==> src/rtl/bchfc_pkg.sv <==
package bchfc_pkg;

    // Role of the current codeword position.
    typedef enum logic [1:0] {
        SLOT_IDLE   = 2'd0,
        SLOT_DATA   = 2'd1,
        SLOT_STUFF  = 2'd2,
        SLOT_PARITY = 2'd3
    } slot_e;

endpackage

==> src/rtl/bchfc_modcnt.sv <==
module bchfc_modcnt #(
    parameter int MOD = 63,
    parameter int W   = (MOD > 1) ? $clog2(MOD) : 1
) (
    input  logic         clk,
    input  logic         rst,
    input  logic         clr,
    input  logic         inc,
    output logic [W-1:0] cnt_o,
    output logic         last_o
);

    localparam logic [W-1:0] TOP = W'(MOD - 1);

    logic [W-1:0] cnt_d, cnt_q;

    always_comb begin
        cnt_d = cnt_q;
        if (clr) begin
            cnt_d = '0;
        end else if (inc) begin
            cnt_d = (cnt_q == TOP) ? '0 : cnt_q + 1'b1;
        end
    end

    always_ff @(posedge clk) begin
        if (rst) cnt_q <= '0;
        else     cnt_q <= cnt_d;
    end

    assign cnt_o  = cnt_q;
    assign last_o = (cnt_q == TOP);

endmodule

==> src/rtl/bchfc_tally.sv <==
module bchfc_tally #(
    parameter int K      = 51,
    parameter int BLK    = 192,
    parameter int PAD_W  = $clog2(K + 1),
    parameter int BLK_W  = $clog2(BLK),
    parameter int SIZE_W = $clog2(BLK + 1)
) (
    input  logic              clk,
    input  logic              rst,
    input  logic              start,
    input  logic              stuff_bit,
    input  logic              fin,
    input  logic [BLK_W-1:0]  blk_cnt,
    input  logic              blk_last,
    output logic [PAD_W-1:0]  pad_o,
    output logic [SIZE_W-1:0] size_o
);

    typedef struct packed {
        logic [PAD_W-1:0]  stuffed;
        logic [PAD_W-1:0]  pad;
        logic [SIZE_W-1:0] size;
    } tally_t;

    tally_t t_d, t_q;

    always_comb begin
        t_d = t_q;
        if (start) begin
            t_d.stuffed = '0;
        end else if (stuff_bit) begin
            t_d.stuffed = t_q.stuffed + 1'b1;
        end
        if (fin) begin
            // Final bit sits in a parity slot, so the stuffed count is settled.
            t_d.pad  = t_q.stuffed;
            t_d.size = blk_last ? SIZE_W'(BLK) : SIZE_W'(blk_cnt) + 1'b1;
        end
    end

    always_ff @(posedge clk) begin
        if (rst) t_q <= '0;
        else     t_q <= t_d;
    end

    assign pad_o  = t_q.pad;
    assign size_o = t_q.size;

endmodule

==> src/rtl/bchfc_ctrl.sv <==
module bchfc_ctrl #(
    parameter int N      = 63,
    parameter int K      = 51,
    parameter int BLK    = 192,
    parameter int LEN_W  = 16,
    parameter int PAD_W  = $clog2(K + 1),
    parameter int SIZE_W = $clog2(BLK + 1)
) (
    input  logic              clk,
    input  logic              rst,
    input  logic              start_i,
    input  logic [LEN_W-1:0]  len_i,
    input  logic              adv_i,
    output logic              busy_o,
    output logic              scr_take_o,
    output logic              scr_stall_o,
    output logic              stuff_o,
    output logic              par_sel_o,
    output logic              done_o,
    output logic [PAD_W-1:0]  pad_o,
    output logic [SIZE_W-1:0] last_blk_o
);

    import bchfc_pkg::*;

    localparam int POS_W = $clog2(N);
    localparam int BLK_W = $clog2(BLK);
    localparam logic [POS_W-1:0] DATA_END = POS_W'(K - 1);

    typedef struct packed {
        logic             run;
        logic             ctl;
        logic [LEN_W-1:0] rem;
        logic             done;
    } st_t;

    st_t st_d, st_q;

    logic [POS_W-1:0] pos_cnt;
    logic             pos_last;
    logic [BLK_W-1:0] blk_cnt;
    logic             blk_last;
    logic             launch;
    logic             step;
    logic             fin;
    logic             ctl_flag;
    slot_e            slot;

    assign launch   = start_i && !st_q.run && (len_i != '0);
    assign step     = st_q.run && adv_i;
    assign ctl_flag = st_q.ctl;

    always_comb begin
        if (!st_q.run)            slot = SLOT_IDLE;
        else if (st_q.ctl)        slot = SLOT_PARITY;
        else if (st_q.rem == '0)  slot = SLOT_STUFF;
        else                      slot = SLOT_DATA;
    end

    assign fin = step && pos_last && (st_q.rem == '0);

    always_comb begin
        st_d      = st_q;
        st_d.done = fin;
        if (launch) begin
            st_d.run = 1'b1;
            st_d.ctl = 1'b0;
            st_d.rem = len_i;
        end else if (step) begin
            if (slot == SLOT_DATA) st_d.rem = st_q.rem - 1'b1;
            if (pos_cnt == DATA_END) st_d.ctl = 1'b1;
            else if (pos_last)       st_d.ctl = 1'b0;
            if (fin)                 st_d.run = 1'b0;
        end
    end

    always_ff @(posedge clk) begin
        if (rst) st_q <= '0;
        else     st_q <= st_d;
    end

    bchfc_modcnt #(.MOD(N), .W(POS_W)) u_pos (
        .clk    (clk),
        .rst    (rst),
        .clr    (launch),
        .inc    (step),
        .cnt_o  (pos_cnt),
        .last_o (pos_last)
    );

    bchfc_modcnt #(.MOD(BLK), .W(BLK_W)) u_blk (
        .clk    (clk),
        .rst    (rst),
        .clr    (launch),
        .inc    (step),
        .cnt_o  (blk_cnt),
        .last_o (blk_last)
    );

    bchfc_tally #(.K(K), .BLK(BLK), .PAD_W(PAD_W), .BLK_W(BLK_W), .SIZE_W(SIZE_W)) u_tally (
        .clk       (clk),
        .rst       (rst),
        .start     (launch),
        .stuff_bit (adv_i && (slot == SLOT_STUFF)),
        .fin       (fin),
        .blk_cnt   (blk_cnt),
        .blk_last  (blk_last),
        .pad_o     (pad_o),
        .size_o    (last_blk_o)
    );

    assign busy_o      = st_q.run;
    assign done_o      = st_q.done;
    assign par_sel_o   = (slot == SLOT_PARITY);
    assign scr_stall_o = (slot == SLOT_PARITY) || (slot == SLOT_STUFF);
    assign scr_take_o  = adv_i && (slot == SLOT_DATA);
    assign stuff_o     = adv_i && (slot == SLOT_STUFF);

endmodule

==> config.mk <==
export PLATFORM = sky130hd
export DESIGN_NAME = bchfc_ctrl
export DESIGN_NICKNAME = d
export VERILOG_FILES = /design/src/rtl/bchfc_pkg.sv /design/src/rtl/bchfc_modcnt.sv /design/src/rtl/bchfc_tally.sv /design/src/rtl/bchfc_ctrl.sv
export SDC_FILE = /design/constraint.sdc
export NUM_CORES = 1
export LEC_CHECK = 0
export ABC_AREA = 1
export BUFFER_PORTS_ARGS = -buffer_cell sky130_fd_sc_hd__buf_2
export CAP_MARGIN = 20
export CORE_UTILIZATION = 55
export CTS_BUF_LIST = sky130_fd_sc_hd__clkbuf_16
export DETAILED_ROUTE_END_ITERATION = 6
export PLACE_DENSITY = 0.76
export SLEW_MARGIN = 25
export SYNTH_ARGS = -nofsm -noshare
export SYNTH_HDL_FRONTEND = slang
export SYNTH_SLANG_ARGS = --single-unit
==> constraint.sdc <==
create_clock -name clk -period 2.2 [get_ports clk]
set_input_delay 0.22 -clock clk [delete_from_list [all_inputs] [get_ports clk]]
set_output_delay 0.22 -clock clk [all_outputs]
set_load 0.02 [all_outputs]
# Word level (Yosys, flattened, before mapping)
# Index checks and enable logic that the tools add are counted.
totals:
  regBits: 53
  latchBits: 0
  ramBits: 0
  rom_bits: 0
  inputBits: 20
  out_inout_bits: 20
  word_cells: 50
  n_memories: 0
classes:
  add_sub_neg: 4
  multipliers: 0
  n_div: 0
  order_cmp: 0
  n_eq_ne: 6
  n_shift: 0
  n_mux: 12
  n_bitwise: 0
  n_reduce_logical: 19
ops:
  columns: ["op", "n"]
  rows:
  - ["2-to-1 mux 18 bit", 2]
  - ["zero test 16 bit", 1]
  - ["2-to-1 mux 16 bit", 1]
  - ["2-to-1 mux 8 bit", 2]
  - ["nonzero test 16 bit", 1]
  - ["subtractor 16 x 1 -> 16 bit, second input constant", 1]
  - ["adder 6 x 1 -> 6 bit, second input constant", 2]
  - ["== test 6 bit, second input constant", 2]
  - ["adder 8 x 1 -> 8 bit, second input constant", 1]
  - ["== test 8 bit, second input constant", 1]
  - ["nonzero test 2 bit", 4]
  - ["logical AND 1 bit", 7]
  - ["2-to-1 mux 2 bit", 3]
  - ["2-to-1 mux 6 bit", 1]
  - ["AND reduction 2 bit", 3]
  - ["== test 2 bit, second input constant", 2]
  - ["2-to-1 mux 1 bit", 3]
  - ["== test 2 x 1 -> 1 bit, second input constant", 1]
  - ["OR reduction 2 bit", 1]
  - ["zero test 1 bit", 1]
  - ["logical OR 1 bit", 1]

# Depth between registers and ports, before layout
# Gate-level depths: netlist (run 1).
depth:
  ltp_word: 8
  mapped_depth: 12
  ltp_nobuf: 11

# Cells and area by module
# From an unflattened synthesis (run 1), not the netlist that was laid out.
unflattened:
  cells_unflattened: 490
  hier_area_um2: 3258.1
by_module_without_submodules:
  columns: ["mod", "instances", "cells_each", "area_per_inst_um2", "seq_area_each_um2"]
  rows:
  - ["bchfc_ctrl", 1, 244, 1460.2, 380.4]
  - ["bchfc_tally", 1, 139, 1013.5, 400.4]
  - ["bchfc_modcnt (u_blk)", 1, 57, 456.7, 160.2]
  - ["bchfc_modcnt (u_pos)", 1, 50, 327.8, 120.1]

# Worst setup path before layout (run 1)
# No wires, ideal clock.
synth_timing:
  path_type: "reg2reg"
  startpoint: "register st_q[1] in the netlist's numbering"
  endpoint: "register u_tally.t_q[14] in the netlist's numbering"
  setup_time_ns: 0.065
  t_arrival_ns: 1.567
  required_ns: 2.135
  path_slack_ns: 0.569
  stages_incl_launch_ff: 9
  path_buffers: 0
  synth_period_minus_slack_ns: 1.631
  path_cell_list: "dfxtp_1 -> inv_1 -> ha_1 -> nand3_2 -> nor2_4 -> nand3_1 -> nor2_1 -> o21ai_0 -> nor2_1"
synth_via:
  elab_chain_cells: 6
synth_lines:
  columns: ["item", "line", "rtl"]
  rows:
  - ["from (decl)", "bchfc_ctrl.sv:37", "st_t st_d, st_q;"]
  - ["from (signal assigned)", "bchfc_ctrl.sv:79", "else st_q <= st_d;"]
  - ["zero test 16 bit", "bchfc_ctrl.sv:56", "else if (st_q.rem == '0) slot = SLOT_STUFF;"]
  - ["2-to-1 mux 2 bit", "bchfc_ctrl.sv:56", null]
  - ["2-to-1 mux 2 bit", "bchfc_ctrl.sv:55", "else if (st_q.ctl) slot = SLOT_PARITY;"]
  - ["2-to-1 mux 2 bit", "bchfc_ctrl.sv:54", "if (!st_q.run) slot = SLOT_IDLE;"]
  - ["== test 2 bit", null, null]
  - ["logical AND 1 bit", null, null]
  - ["named net stuff_o", "bchfc_ctrl.sv:17", "output logic stuff_o,"]
  - ["to (signal assigned)", "bchfc_tally.sv:43", "else t_q <= t_d;"]
  - ["to (decl)", "bchfc_tally.sv:25", "tally_t t_d, t_q;"]
# The timed path passes the listed nets, and every way through them passes these cells.
# A chain may end at the register's enable or synchronous reset.

# Worst setup path after layout (run 1)
layout_timing:
  startpoint: "register st_q[1] in the netlist's numbering"
  endpoint: "output port scr_take_o"
layout_via:
  elab_chain_cells: 6
layout_lines:
  columns: ["item", "line", "rtl"]
  rows:
  - ["zero test 16 bit", "bchfc_ctrl.sv:56", null]
  - ["2-to-1 mux 2 bit", "bchfc_ctrl.sv:56", null]
  - ["2-to-1 mux 2 bit", "bchfc_ctrl.sv:55", null]
  - ["2-to-1 mux 2 bit", "bchfc_ctrl.sv:54", null]
  - ["== test 2 x 1 -> 1 bit", "bchfc_ctrl.sv:116", "assign scr_take_o = adv_i && (slot == SLOT_DATA);"]
  - ["logical AND 1 bit", "bchfc_ctrl.sv:116", null]
  - ["to (decl)", "bchfc_ctrl.sv:15", "output logic scr_take_o,"]
# Every way passes these cells.

==> results of run 1 <==
-- metal layers --
metal	GRT usage [%]	wire, um	up-vias
li1	-	-	1535
met1	34.1	3350	1346
met2	42.3	3450	76
met3	5.00	411	5
met4	7.17	57	0
met5	0	0	-
-- cell usage after synthesis, types with 2 or more instances --
cell	n
o21bai_1	2
nand2_1	96
a21oi_1	25
nand3_1	57
o21ai_0	11
inv_2	3
ha_1	5
nor3_1	5
nand4_1	5
nor2_2	4
buf_4	16
clkbuf_1	5
nand2_4	2
inv_1	50
nor2_1	84
nand2_2	4
dfxtp_1	53
nor2_4	6
buf_6	3
xor2_1	12
buf_2	4
o21ai_1	7
-- worst min-delay path, delay by kind of cell --
kind / cells / cell delay, ns
simple gates: 4 / 0.19
buf+inv: 1 / 0.09
-- final timing paths --
| path | from | to | cells after the start |
|---|---|---|---|
| worst max-delay path | st_q[1] | scr_take_o | 8 |
| worst min-delay path | len_i[13] | st_q[14] | 5 |
| worst max register to register | st_q[1] | u_tally.size_o[6] | 9 |
| worst min register to register | u_tally.t_q[18] | u_tally.t_q[18] | 2 |
-- kinds of logic (layout without fill, tap and decap cells) --
kind of cell	count (synthesis)	in the layout
DFF	53	53
buffers and inverters	83	111
xor gates and xnor gates	13	13
AOI/OAI and AO/OA	48	48
and+or+nand+nor	269	269
adders and majority gates	5	5
-- flip-flops by register name, summed over array words and instances (netlist names) --
name	cells
st_q	16
u_blk.cnt_o	8
u_tally.size_o	8
u_pos.cnt_o	6
u_tally.pad_o	6
u_tally.t_q	6
busy_o	1
ctl_flag	1
done_o	1
-- layout make-up --
type | instances | area [um2] | share of cell area [%]
Inverter | 55 | 209 | 6.11
Clock inverter | 3 | 17.5 | 0.512
Tap cell | 70 | 87.6 | 2.56
Clock buffer | 5 | 125 | 3.66
Timing Repair Buffer | 48 | 275 | 8.05
Multi-Input combinational cell | 335 | 1640 | 48.1
Sequential cell | 53 | 1060 | 31.0
-- power breakdown --
group	switching [W]	leakage, nW	internal [W]	total [W]
combinational	0.000312	1.11	0.000176	0.000489
sequential	0.0000362	0.430	0.000990	0.00103
clock	0.000358	0.0754	0.000421	0.000778
total	0.000706	1.61	0.00159	0.00229
-- per-stage QoR --
step	utilization (%)	power (W)	hold slack (ns)	instance area, um2	setup WS [ns]
2_1_floorplan	-	0.00141	0.425	3110	0.569
3_3_place_gp	61.9	0.00150	0.445	3260	0.476
3_5_place_dp	61.9	0.00152	0.456	3260	0.406
4_1_cts	64.6	0.00228	0.247	3400	0.147
5_1_grt	64.9	0.00242	0.262	3420	0.0294
6_report	64.9	0.00229	0.253	3420	0.139
-- what timing repair did --
item,in CTS,in global routing
buffers inserted,0,2
setup endpoints to repair,0,1
hold buffers,0,0
==> flow_summary.json, run 1 <==
{
  "run_status": "finished clean",
  "antenna_found_initial": 0,
  "num_io_pins": 40,
  "worstPathRequired_ns": 1.98,
  "grt_pass1_wl_um": 12300,
  "finClkSkew_ns": 0.00527,
  "slew_violations": 0,
  "clock-root-buffer": "clkbuf_16",
  "ant_nets": 0,
  "layout_commonest_cell": "nand2_1",
  "worst_pin_slew_ns": 0.441,
  "clockBufferDepth": 2,
  "core_um2": 5270,
  "layout_common_cells": "nand2_1 (96), nor2_1 (84), nand3_1 (57)",
  "yosys.area_share.simple_pct": 39.1,
  "slew_headroom_pct": 70.5,
  "path_delay_family": "simple AND/OR/NAND/NOR gates",
  "first_pass_iters": 4,
  "p_per_area_nw_per_um2": 671,
  "syn2layout_area_growth_pct": 10.1,
  "grtUsageTotal_pct": 25.7,
  "hold_path.class": "input pin to flip-flop",
  "worst-setup-path-type": "flip-flop to primary output",
  "synth_xor_area_share_pct": 3.67,
  "die_h_um": 77.1,
  "irDropWorstVdd_v": 0.000419,
  "synth_fa_ha_area_share_pct": 2.01,
  "cp_num_buf_inv": 3,
  "ctsResizeCount": 0,
  "leakagePower_nw": 1.61,
  "crit_fanout": 19,
  "synth_top_area_share_pct": 34.2,
  "clk_pin_slew_ns": 0.07,
  "antennaDiodeCount": 0,
  "synth-seq-cells": 53,
  "fillers": 504,
  "clk_latency_ns": 0.29,
  "setup_violations": 0,
  "crit_path_top_delay_cell": "dfxtp_1",
  "vias_per_cell": 5.21,
  "crit_path_start_kind": "flip-flop",
  "synth-edff-count": 0,
  "syn_area_um2": 3110,
  "post-route-drc-count": 0,
  "placed_cells": 559,
  "synthFlopType": "dfxtp_1",
  "finalHoldViolations": 0,
  "setup.worst_path.end_class": "primary output",
  "r2r_slack_ns": 0.37,
  "grt.overflow.total": 0,
  "synthArstFlopShare_pct": 0,
  "tritoncts": "yes",
  "grt_max_degree": 20,
  "start_util_pct": 58.9,
  "fin_cells": 569,
  "numCtsBuffers": 5,
  "vias": 2962,
  "muxShareOfSynthArea_pct": 0,
  "dpl.hpwl_um": 5390,
  "grt_pass1_vias": 2713,
  "wl_um": 7270,
  "ys_seq_area_share_pct": 34.2,
  "synthDistinctLibCells": 34,
  "rsz0062_at_grt": "false",
  "dieArea_um2": 5950,
  "first_iter_violations": 203,
  "cts_sinks": 53,
  "synth_warnings": 0,
  "synth-compound-area-share_pct": 8.14,
  "drive_above_1_share_pct": 15.6,
  "wl_per_cell_um": 12.8,
  "fmax_ghz": 0.485,
  "die_x_um": 77.1,
  "rows": 26,
  "synth.area.top_cells": "dfxtp_1 (34%), nand2_1 (12%), nor2_1 (10%)",
  "finalCritPeriodShare_pct": 93.7,
  "tns_ns": 0,
  "cp_data_arrival_time_ns": 1.84,
  "syn_inst": 471,
  "h-tree-depth": 2,
  "avgSynthCellArea_um2": 6.59,
  "gp_congestion": 0.839,
  "worstPathCellList": "inv_1 -> ha_1 -> nand3_2 -> nor2_4 -> nand2_4 -> nand2_8 -> inv_4 -> buf_2",
  "synth_top_cell_by_area": "dfxtp_1",
  "synth_nets": 496,
  "post-route-min-period_ns": 2.06,
  "maxCapViolations": 0,
  "critical-path-max-stage-delay_ns": 0.31,
  "portBuffers": 39,
  "nNetsFinal": 523,
  "synth_top_family_by_area": "simple AND/OR/NAND/NOR gates"
}
Note: power is estimated with default switching activity, not from simulation.
==> inputs of run 2 (changes only) <==
- ABC_AREA: 1 -> not set
- PLACE_DENSITY: 0.76 -> 0.77
==> flow_summary.json, run 2 <==
{
  "run_status": "finished clean",
  "syn2layout_area_growth_pct": 17.7,
  "antenna_found_initial": 0,
  "use_met1_pct": 34.1,
  "reg2reg_depth": 5,
  "clk_pin_slew_ns": 0.07,
  "clk_latency_ns": 0.29,
  "critical-path-max-stage-delay_ns": 0.33,
  "synthArstFlopShare_pct": 0,
  "layout_common_cells": "nand2_1 (52), dfxtp_1 (52), buf_2 (39)",
  "p_per_area_nw_per_um2": 689,
  "avgSynthCellArea_um2": 8.01,
  "slew_violations": 0,
  "rr_endpoint": "st_q[14]",
  "grt_max_degree": 22,
  "numCtsBuffers": 5,
  "worst-setup-path-type": "flip-flop to primary output",
  "vias": 2609,
  "grt-busiest-layer": "met2",
  "ys_seq_area_share_pct": 38.9,
  "dp_slack_ns": 0.0968,
  "grt_pass1_vias": 2416,
  "p_switching_w": 0.000630,
  "portBuffers": 39,
  "placed_area_um2": 3000,
  "tritoncts": "yes",
  "hold_path.class": "input pin to flip-flop",
  "worst_pin_slew_ns": 0.463,
  "tns_ns": 0,
  "largest_reg_flops": 16,
  "setup_violations": 0,
  "gp_congestion": 0.923,
  "yosysMostFrequentCell": "dfxtp_1",
  "final-seq-area_um2": 1060,
  "rows": 25,
  "num_io_pins": 40,
  "r2r_slack_ns": 0.11,
  "synth_nets": 366,
  "dieArea_um2": 5250,
  "cts_sinks": 53,
  "worstPathCellList": "inv_1 -> ha_2 -> nor4b_4 -> nand4_1 -> nand2_1 -> inv_2 -> buf_2",
  "ant_nets": 0,
  "fin_util_pct": 67.6,
  "pwr-share-clk_pct": 36.1,
  "synthDistinctLibCells": 48,
  "synth.area.top_cells": "dfxtp_1 (39%), nand2_1 (7.1%), a21oi_1 (5.7%)",
  "leakagePower_nw": 1.20,
  "multi_input_area_um2": 1500,
  "vias_per_cell": 5.81,
  "cp_data_arrival_time_ns": 1.90,
  "antennaDiodeCount": 0,
  "syn_inst": 341,
  "first_iter_violations": 228,
  "comb_power_share_pct": 17.3,
  "fillers": 408,
  "start_util_pct": 57.4,
  "die_h_um": 72.5,
  "clock-root-buffer": "clkbuf_16",
  "p_seq_share_pct": 46.5,
  "crit_end": "scr_take_o",
  "crit_path_top_delay_cell": "dfxtp_1",
  "swShare_pct": 28.4,
  "core_um2": 4750,
  "synthFlopType": "dfxtp_1",
  "synth_warnings": 0,
  "crit_path_start_kind": "flip-flop",
  "drive_above_1_share_pct": 21.7,
  "clockBufferDepth": 2,
  "post-route-drc-count": 0,
  "dpl.hpwl_um": 4710,
  "grt_pass1_wl_um": 10800,
  "post-route-min-period_ns": 2.12,
  "die_x_um": 72.5,
  "finClkSkew_ns": 0.00631,
  "crit_fanout": 7,
  "synth_common_cells": "dfxtp_1 (53), nand2_1 (52), nor2_1 (32)",
  "finalHoldViolations": 0,
  "crit_start": "st_q[2]",
  "slew_headroom_pct": 68.7,
  "use_met3_pct": 4.58,
  "syn_area_um2": 2730,
  "grt.overflow.total": 0,
  "whs_ns": 0.176,
  "fmax_ghz": 0.471,
  "irDropWorstVdd_v": 0.000552,
  "worstPathRequired_ns": 1.98,
  "p_int_w": 0.00158,
  "synth_top_area_share_pct": 38.9,
  "use_met2_pct": 42.9,
  "synth_top_cell_by_area": "dfxtp_1",
  "wl_per_cell_um": 14.6,
  "nNetsFinal": 406,
  "top_register": "st_q",
  "finalCritPeriodShare_pct": 96.5,
  "final_area_um2": 3210,
  "synth-edff-count": 0,
  "first_pass_iters": 5,
  "grtUsageTotal_pct": 26.3,
  "rr_startpoint": "st_q[3]",
  "h-tree-depth": 2,
  "setup.worst_path.end_class": "primary output",
  "maxCapViolations": 0,
  "wl_um": 6550,
  "finalWorstSetupSlack_ns": 0.0776,
  "synth-seq-cells": 53
}
==> run 2: metal layers <==
metal  wire [um]  up-vias
met5           0        -
met4         170        0
met3         319       16
met2        3180       95
met1        2890     1215
li1            -     1283
==> run 2: power by group through the flow <==
stage / logic (W) / clock network, W / registers [W]
finish: 0.000384 / 0.000799 / 0.00103
global route: 0.000416 / 0.000851 / 0.00103
CTS: 0.000355 / 0.000808 / 0.00103
detailed placement: 0.000341 / 0 / 0.00105
global placement: 0.000336 / 0 / 0.00105
floorplan: 0.000214 / 0 / 0.00104
==> run 2: stage by stage <==
step,power (W),cells
after CTS,0.00219,447
final,0.00221,449
after global routing,0.00230,449
after global placement,0.00138,436
after detailed placement,0.00139,436
after floorplan,0.00126,341
==> run 2: timing repair <==
action,4_1_cts,5_1_grt
pin swaps,1,1
hold buffers,0,0
gates resized for setup,0,7
endpoints found under the setup margin,2,15
gates cloned,0,0
buffers inserted,3,2
==> run 2: area by class of cell <==
type                       instances  area share (%)
multi-input combinational        250            46.6
sequential                        53            33.1
timing repair buffer              63            12.1
clock buffer                       5            3.89
tap                               67            2.61
inverter                           8           0.935
clock inverter                     3           0.818
==> run 2: worst min-delay path by stage <==
| stage | from | endpoint | slack, ns | cells after the start |
|---|---|---|---|---|
| 2_1_floorplan | len_i[0] | st_q[1] | 0.36 | 2 |
| 3_3_place_gp | u_tally.pad_o[2] | u_tally.pad_o[2] | 0.44 | 2 |
| 3_5_place_dp | u_tally.size_o[7] | u_tally.size_o[7] | 0.44 | 2 |
| 4_1_cts | len_i[0] | st_q[1] | 0.18 | 3 |
| 5_1_grt | len_i[0] | st_q[1] | 0.19 | 3 |
| 6_report | len_i[0] | st_q[1] | 0.18 | 3 |
==> run 2: logic make-up after synthesis <==
group / share of synthesized area (%)
AO/OA/AOI/OAI: 16.4
XOR/XNOR: 5.45
adder cells (fa/ha/maj): 2.29
buffers and inverters: 7.24
flip-flops: 38.9
multiplexers: 0.733
AND/OR/NAND/NOR: 29.0
==> run 2: critical path: cells and delay by family, from the launching register on <==
kind | cells | cell delay [ns]
AND/OR/NAND/NOR | 3 | 0.73
flip-flops | 1 | 0.33
buffers and inverters | 3 | 0.36
adder cells (fa/ha/maj) | 1 | 0.19
